--- src/rtl/desync_pkg.sv ---
`timescale 1ns/1ps
package desync_pkg;

  // Clocks per output bit, picked from the fill level seen at a read slot.
  function automatic int pick_div(input int fill, input int target, input int nominal);
    if (fill > target)      return nominal - 1;
    else if (fill < target) return nominal + 1;
    else                    return nominal;
  endfunction

  // Index step around a ring of 'size' entries.
  function automatic int ring_next(input int idx, input int size);
    return (idx == size - 1) ? 0 : idx + 1;
  endfunction

endpackage

--- src/rtl/desync_fifo.sv ---
`timescale 1ns/1ps
module desync_fifo #(
  parameter int DEPTH = 16
) (
  input  logic                       clk,
  input  logic                       rst_n,
  input  logic                       flush,
  input  logic                       wr_req,
  input  logic                       wr_bit,
  input  logic                       rd_req,
  output logic                       rd_bit,
  output logic [$clog2(DEPTH+1)-1:0] level,
  output logic                       full,
  output logic                       empty,
  output logic                       wr_accept
);
  import desync_pkg::*;

  localparam int AW = (DEPTH > 1) ? $clog2(DEPTH) : 1;
  localparam int LW = $clog2(DEPTH + 1);

  logic [DEPTH-1:0] mem;
  logic [AW-1:0]    wptr, rptr;
  logic             do_rd;

  assign full      = (level == LW'(DEPTH));
  assign empty     = (level == '0);
  assign wr_accept = wr_req && !full && !flush;
  assign do_rd     = rd_req && !empty && !flush;
  assign rd_bit    = mem[rptr];

  always_ff @(posedge clk) begin
    if (wr_accept) mem[wptr] <= wr_bit;
  end

  always_ff @(posedge clk) begin
    if (!rst_n || flush) begin
      wptr  <= '0;
      rptr  <= '0;
      level <= '0;
    end else begin
      if (wr_accept) wptr <= AW'(ring_next(int'(wptr), DEPTH));
      if (do_rd)     rptr <= AW'(ring_next(int'(rptr), DEPTH));
      case ({wr_accept, do_rd})
        2'b10:   level <= level + LW'(1);
        2'b01:   level <= level - LW'(1);
        default: level <= level;
      endcase
    end
  end

endmodule

--- src/rtl/desync_rate_ctl.sv ---
`timescale 1ns/1ps
module desync_rate_ctl #(
  parameter int DEPTH   = 16,
  parameter int DIV_NOM = 24
) (
  input  logic                         clk,
  input  logic                         rst_n,
  input  logic                         flush,
  input  logic [$clog2(DEPTH+1)-1:0]   level,
  input  logic                         empty,
  output logic                         rd_go,
  output logic                         underflow,
  output logic                         primed,
  output logic [$clog2(DIV_NOM+2)-1:0] div_cur
);
  import desync_pkg::*;

  localparam int LW   = $clog2(DEPTH + 1);
  localparam int CW   = $clog2(DIV_NOM + 2);
  localparam int HALF = DEPTH / 2;

  logic [CW-1:0] cnt;
  logic          slot;

  // Read slot: last clock of the current output bit period.
  assign slot      = primed && (cnt == div_cur - CW'(1));
  assign rd_go     = slot && !empty && !flush;
  assign underflow = slot && empty && !flush;

  always_ff @(posedge clk) begin
    if (!rst_n || flush) begin
      primed  <= 1'b0;
      cnt     <= '0;
      div_cur <= CW'(DIV_NOM);
    end else if (!primed) begin
      cnt     <= '0;
      div_cur <= CW'(DIV_NOM);
      if (level >= LW'(HALF)) primed <= 1'b1;
    end else if (slot) begin
      cnt     <= '0;
      div_cur <= CW'(pick_div(int'(level), HALF, DIV_NOM));
      if (empty) primed <= 1'b0;
    end else begin
      cnt <= cnt + CW'(1);
    end
  end

endmodule

--- src/rtl/desync_elastic.sv ---
`timescale 1ns/1ps
module desync_elastic #(
  parameter int DEPTH   = 16,
  parameter int DIV_NOM = 24
) (
  input  logic clk,
  input  logic rst_n,
  input  logic in_bit,
  input  logic in_valid,
  input  logic resync,
  output logic out_bit,
  output logic out_en
);
  localparam int LW = $clog2(DEPTH + 1);
  localparam int CW = $clog2(DIV_NOM + 2);

  // Internal events, named for the checker.
  logic          fifo_full, fifo_empty, wr_ok;
  logic          rd_go, underflow, primed, rd_bit;
  logic [LW-1:0] fifo_level;
  logic [CW-1:0] div_cur;

  desync_fifo #(.DEPTH(DEPTH)) u_fifo (
    .clk       (clk),
    .rst_n     (rst_n),
    .flush     (resync),
    .wr_req    (in_valid),
    .wr_bit    (in_bit),
    .rd_req    (rd_go),
    .rd_bit    (rd_bit),
    .level     (fifo_level),
    .full      (fifo_full),
    .empty     (fifo_empty),
    .wr_accept (wr_ok)
  );

  desync_rate_ctl #(.DEPTH(DEPTH), .DIV_NOM(DIV_NOM)) u_rate (
    .clk       (clk),
    .rst_n     (rst_n),
    .flush     (resync),
    .level     (fifo_level),
    .empty     (fifo_empty),
    .rd_go     (rd_go),
    .underflow (underflow),
    .primed    (primed),
    .div_cur   (div_cur)
  );

  always_ff @(posedge clk) begin
    if (!rst_n) begin
      out_en  <= 1'b0;
      out_bit <= 1'b0;
    end else begin
      out_en <= rd_go;
      if (rd_go) out_bit <= rd_bit;
    end
  end

endmodule

--- config.mk ---
export PLATFORM = sky130hd
export DESIGN_NAME = desync_elastic
export DESIGN_NICKNAME = d
export VERILOG_FILES = /design/src/rtl/desync_pkg.sv /design/src/rtl/desync_fifo.sv /design/src/rtl/desync_rate_ctl.sv /design/src/rtl/desync_elastic.sv
export SDC_FILE = /design/constraint.sdc
export NUM_CORES = 1
export LEC_CHECK = 0
export CORE_MARGIN = 3
export CORE_UTILIZATION = 54
export DETAILED_ROUTE_END_ITERATION = 16
export GPL_TIMING_DRIVEN = 0
export PLACE_DENSITY = 0.74
export SLEW_MARGIN = 10
export SYNTH_ARGS = -nofsm -noshare
export SYNTH_HDL_FRONTEND = slang
export SYNTH_SLANG_ARGS = --single-unit
--- constraint.sdc ---
create_clock -name clk -period 3.1 [get_ports clk]
set_input_delay 0.775 -clock clk [delete_from_list [all_inputs] [get_ports clk]]
set_output_delay 0.775 -clock clk [all_outputs]
set_load 0.005 [all_outputs]
; After elaboration in Yosys (flattened, before gate mapping)
; Cells that the tools add are included.
[op_classes]
n_addsub = 6
mul = 0
n_div = 0
order_cmp = 6
eq_ne = 6
shift = 0
muxes = 14
bitwise = 1
reduce_logical = 17
[ops]
columns = operator, n
row1 = 16-bit bitwise mux, 1
row2 = "5-bit by 1-bit adder with 5-bit output, second input constant", 2
row3 = "4-bit by 5-bit < comparator with 1-bit output, second input constant", 2
row4 = 5-bit one-hot mux with 2 select lines, 1
row5 = "5-bit by 1-bit subtractor with 5-bit output, second input constant", 2
row6 = "4-bit by 1-bit adder with 4-bit output, second input constant", 2
row7 = "4-bit by 1-bit equality test with 1-bit output, second input constant", 2
row8 = 1-bit logical AND, 8
row9 = 4-bit two-way mux, 2
row10 = 1-bit two-way mux, 7
row11 = 5-bit equality test, 1
row12 = "5-bit equality test, second input constant", 1
row13 = "5-bit by 4-bit greater-or-equal comparator with 1-bit output, second input constant", 1
row14 = "5-bit by 4-bit greater-than comparator with 1-bit output, second input constant", 1
row15 = 5-bit zero test, 1
row16 = "5-bit by 4-bit < comparator with 1-bit output, second input constant", 1
row17 = 5-bit two-way mux, 1
row18 = 1-bit binary-select mux with 4-bit select, 1
row19 = 1-bit demux with 4-bit select, 1
row20 = "4-bit by 1-bit greater-or-equal comparator with 1-bit output, second input constant", 1
row21 = 1-bit zero test, 4
row22 = 3-bit OR reduction, 1
row23 = "2-bit by 1-bit equality test with 1-bit output, second input constant", 1
row24 = "2-bit equality test, second input constant", 1
row25 = other kinds (4), 4
[word_totals]
register_bits = 42
latchBits = 0
ram_bits = 0
mem_bits_ro = 0
input_bits = 5
out_inout_bits = 2
wordCells = 59
n_memories = 0

; Logic depth before layout (Yosys ltp)
[depth]
depth_word = 9
ltp_mapped = 13

; Hierarchy
; A second synthesis with hierarchy kept.
[unflattened]
cells_unflattened = 204
area_unflattened_um2 = 2125.8
[by_module_without_submodules]
columns = module, instances, cells_per_inst, area_each_um2, seq_area_each_um2
row1 = desync_fifo, 1, 141, 1526.5, 740.7
row2 = desync_rate_ctl, 1, 58, 535.5, 180.2
row3 = desync_elastic, 1, 5, 63.8, 40.0

; Least setup slack after synthesis
; Ideal clock, no wire load.
[synth_timing]
path_kind = flip-flop to flip-flop
start = register u_rate.div_cur[0]
end = register u_fifo.level[4]
arrival_time_ns = 2.853
setup_slack_ns = 0.177
path_stages_with_launch = 14
n_path_buf = 0
period_less_slack_ns = 2.923
path_cell_list = dfxtp_1 > inv_1 > ha_1 > o21ba_2 > a221oi_2 > o21ai_1 > nor2_1 > ha_1 > ha_1 > a21o_1 > a21oi_1 > xor2_1 > or3_1 > a21oi_1
[synth_between]
elab_chain_len = 9
[synth_rtl]
columns = item, line_no
row1 = start: declaration, desync_rate_ctl.sv:14  ; output logic [$clog2(DIV_NOM+2)-1:0] div_cur
row2 = start signal: assignment, desync_rate_ctl.sv:34  ; div_cur <= CW'(DIV_NOM);
row3 = start signal: assignment, desync_rate_ctl.sv:37  ; div_cur <= CW'(DIV_NOM);
row4 = start signal: assignment, desync_rate_ctl.sv:41  ; div_cur <= CW'(pick_div(int'(level), HALF, DIV_NOM));
row5 = 5-bit by 1-bit subtractor with 5-bit output *, desync_rate_ctl.sv:26  ; assign slot = primed && (cnt == div_cur - CW'(1));
row6 = 5-bit equality test *, desync_rate_ctl.sv:26
row7 = 1-bit logical AND *, desync_rate_ctl.sv:26
row8 = 1-bit logical AND * (2 in series), desync_rate_ctl.sv:27  ; assign rd_go = slot && !empty && !flush;
row9 = 1-bit logical AND * (2 in series), desync_fifo.sv:29  ; assign do_rd = rd_req && !empty && !flush;
row10 = net u_fifo.do_rd, desync_fifo.sv:24  ; logic do_rd;
row11 = 2-bit by 1-bit equality test with 1-bit output or 2-bit equality test (tied branches), desync_fifo.sv:44  ; case ({wr_accept, do_rd})
row12 = 5-bit one-hot mux with 2 select lines or 2-bit nonzero test (tied branches), n/a
row13 = end signal: assignment, desync_fifo.sv:45  ; 2'b10: level <= level + LW'(1);
row14 = end signal: assignment, desync_fifo.sv:46  ; 2'b01: level <= level - LW'(1);
row15 = end signal: assignment, desync_fifo.sv:47  ; default: level <= level;
row16 = end: declaration, desync_fifo.sv:12  ; output logic [$clog2(DEPTH+1)-1:0] level,
; Mark *: on every way through the listed nets, which the timed path passes. The rest lies on a longest branch.
; A chain may end at the register's enable or synchronous reset.

; Worst setup path after layout
[layout_timing]
start = register u_rate.div_cur[2]
end = register u_fifo.level[4]
; Same word-level chain as after synthesis.

==> summary.md <==
| Metric | Value |
|---|---|
| Status | completed |
| CP Data Required Time | 3.32 ns |
| Clk_lat worst skew | 0.28 ns |
| CTS sink cnt | 40 |
| Yosys warnings | 0 |
| I/O Pins | 7 |
| Commonest non-fill, non-tap cells in the layout | nor2_1, dfxtp_1, edfxtp_1 |
| Initial Util | 56.5% |
| Leading cell type in the layout, fill and taps excluded | nor2_1 |
| DRC | 0 |
| First-pass GRT wire length | 6300 um |
| Vias per inst | 5.54 |
| Die area | 4670 sq um |
| Post-Syn Area | 2100 sq um |
| Post-synth EDFFs | 16 |
| Buf+Inv Stages, Crit Path | 1 |
| Met1 Use GR | 24.1% |
| Clk_skew | 0.00622 ns |
| Drt wl/cell | 13.7 um |
| Initial antenna violation count | 0 |
| CP most frequent cell | a21oi_1 |
| Leakage power total | 0.831 nW |
| Clock slew at reported path FFs | 0.08 ns |
| CP startpoint kind | flip-flop |
| Synth Register Bits | 40 |
| Slowest stage delay, CP | 0.37 ns |
| CP cell instances | inv_1 > ha_2 > o21ba_2 > a221oi_4 > o21ai_4 > nor2_4 > ha_4 > ha_1 > a21o_1 > a21oi_1 > xor2_1 > or3_1 > a21oi_1 |
| Grt total ovfl | 0 |
| Peak VDD IR | 0.250 mV |
| CTS Buf Count | 5 |
| Slowest CP cell | dfxtp_2 |
| Crit. End Element | flip-flop |
| Core Region | 3720 sq um |
| Final wirelength | 3860 um |
| Final Cycle Share | 96.5% |
| Iter 0 DRT Violations | 114 |
| Worst-Margin Slew | 0.485 ns |
| Met3 usage | 3.61% |
| IO Port Bufs | 6 |
| Total power | 0.905 mW |
| Post-synth net total | 234 |
| Setup Crit Path Kind | flip-flop to flip-flop |
| DR vias | 1568 |
| Fin util | 64.7% |
| Post-synthesis sequential area ratio | 45.8% |
| Final setup fails | 0 |
| H-tree depth | 2 |
| Placed instance area | 2220 sq um |
| Synth top area cells | dfxtp_1, edfxtp_1, ha_1 |
| Final HPWL DP | 2690 um |
| Type of the tightest min-delay check | flip-flop to flip-flop |
| Critical Path AT | 3.21 ns |
| Final min period | 2.99 ns |
| Yosys top cell area share | 22.9% |
| Maximum clock rate | 0.334 GHz |
| Placed Cells | 270 |
| Ant diodes | 0 |
| Worst-path maximum fanout | 4 |
| WHS | 0.485 ns |
| Synth Instances | 216 |
| Post-route worst setup slack | 0.110 ns |
| Met2 usage | 29.1% |
| Asr flop ratio synth | 0% |
| Post-Layout Cell Count | 283 |
| Final instance area | 2400 sq um |
| Length of the first detailed-routing pass in iterations | 4 |
| Nets | 252 |
| Layout area overhead | 14.5% |
| Most used routing layer | met2 |
| # rows | 22 |
| Die W | 68.4 um |
| RD Place Congestion | 0.762 |
| Synth cell types | 47 |
| Root buf cell | clkbuf_8 |
| P per Cell Area | 376 nW/um^2 |
| Crit-path leading delay family | compound AO/OA/AOI/OAI gates |
| Final TNS setup | 0 ns |
| Share of layout cells above drive strength 1 | 15.3% |
| Max-slew headroom | 67.7% |
| Dpl ws | -0.473 ns |
| CTS tree | done |
| Hold Fails Final Rpt | 0 |
| Max Buffers Root-to-Sink | 2 |
| Max Slew Vio Count | 0 |
| Syn Area/Cell | 9.72 sq um |
| Die Span Y | 68.4 um |
| Largest net degree at the start of global routing | 17 |
| GRT Total Usage | 18.0% |
| MaxCap Viol Count | 0 |
| Vias in the first global route | 1364 |
| Main synth FF type | dfxtp_1 |
| Yosys top cell by area | dfxtp_1 |
| Routed Antenna Nets | 0 |
## state kept, by name (all words and copies together) (netlist names)
register        count
u_fifo.mem         16
u_fifo.level        5
u_rate.cnt          5
u_fifo.rptr         4
u_fifo.wptr         4
u_rate.div_cur      3
out_bit             1
out_en              1
u_rate.primed       1
## cells in the mapped netlist (2+ instances only)
library cell / number
nor2_1: 32
dfxtp_1: 24
a21oi_1: 16
edfxtp_1: 16
ha_1: 12
nand2_1: 10
inv_1: 9
mux2i_1: 9
nand3_1: 9
xnor2_1: 8
nor3_1: 7
clkbuf_1: 5
o21ai_0: 5
buf_2: 4
xor2_1: 4
a31oi_1: 3
nand2b_1: 3
nor2b_1: 3
a211oi_1: 2
a21boi_0: 2
and2_1: 2
buf_4: 2
nand4_1: 2
nor3b_1: 2
nor4_1: 2
o21a_1: 2
## area by class of cell
cell class / count / area, sq um
clock inverter: 3 / 13.8
fill: 299 / 1310
buffer: 11 / 53.8
tap: 48 / 60.1
clock buffer: 5 / 68.8
inverter: 9 / 33.8
multi-input combinational: 156 / 1110
timing repair buffer: 11 / 100
sequential: 40 / 963
## power breakdown
group	switching (mW)	internal, mW	total [mW]
registers	0.00178	0.548	0.549
clock network	0.171	0.153	0.323
logic	0.0192	0.0126	0.0318
## final timing paths
path                           from              end  slack [ns]  depth (start not counted)
setup reg to reg  u_rate.div_cur[2]  u_fifo.level[4]        0.11                         13
hold / removal        u_rate.cnt[0]    u_rate.cnt[0]        0.48                          1
hold reg to reg       u_rate.cnt[0]    u_rate.cnt[0]        0.48                          1
setup / recovery  u_rate.div_cur[2]  u_fifo.level[4]        0.11                         13
## kinds of logic after synthesis
| kind of cell | synth area share [%] |
|---|---|
| AOI/OAI and AO/OA | 13.6 |
| xor gates and xnor gates | 5.01 |
| adders and majority gates | 8.10 |
| buffers and inverters | 4.17 |
| DFF | 45.8 |
| muxes | 4.83 |
| and+or+nand+nor | 18.5 |
## layer usage
layer	part of all wire, %	wire length (um)	vias up
li1	-	-	809
met1	47	1820	730
met2	48	1840	23
met3	3.9	152	6
met4	1.5	57	0
met5	0	0	-
## what timing repair did
item | 4_1_cts | 5_1_grt
endpoints found under the setup margin | 1 | 1
setup buffers | 1 | 4
gates resized for setup | 6 | 8
cloned | 0 | 0
pin swaps | 1 | 4
hold buffers | 0 | 0
(Power assumes the default switching activity.)
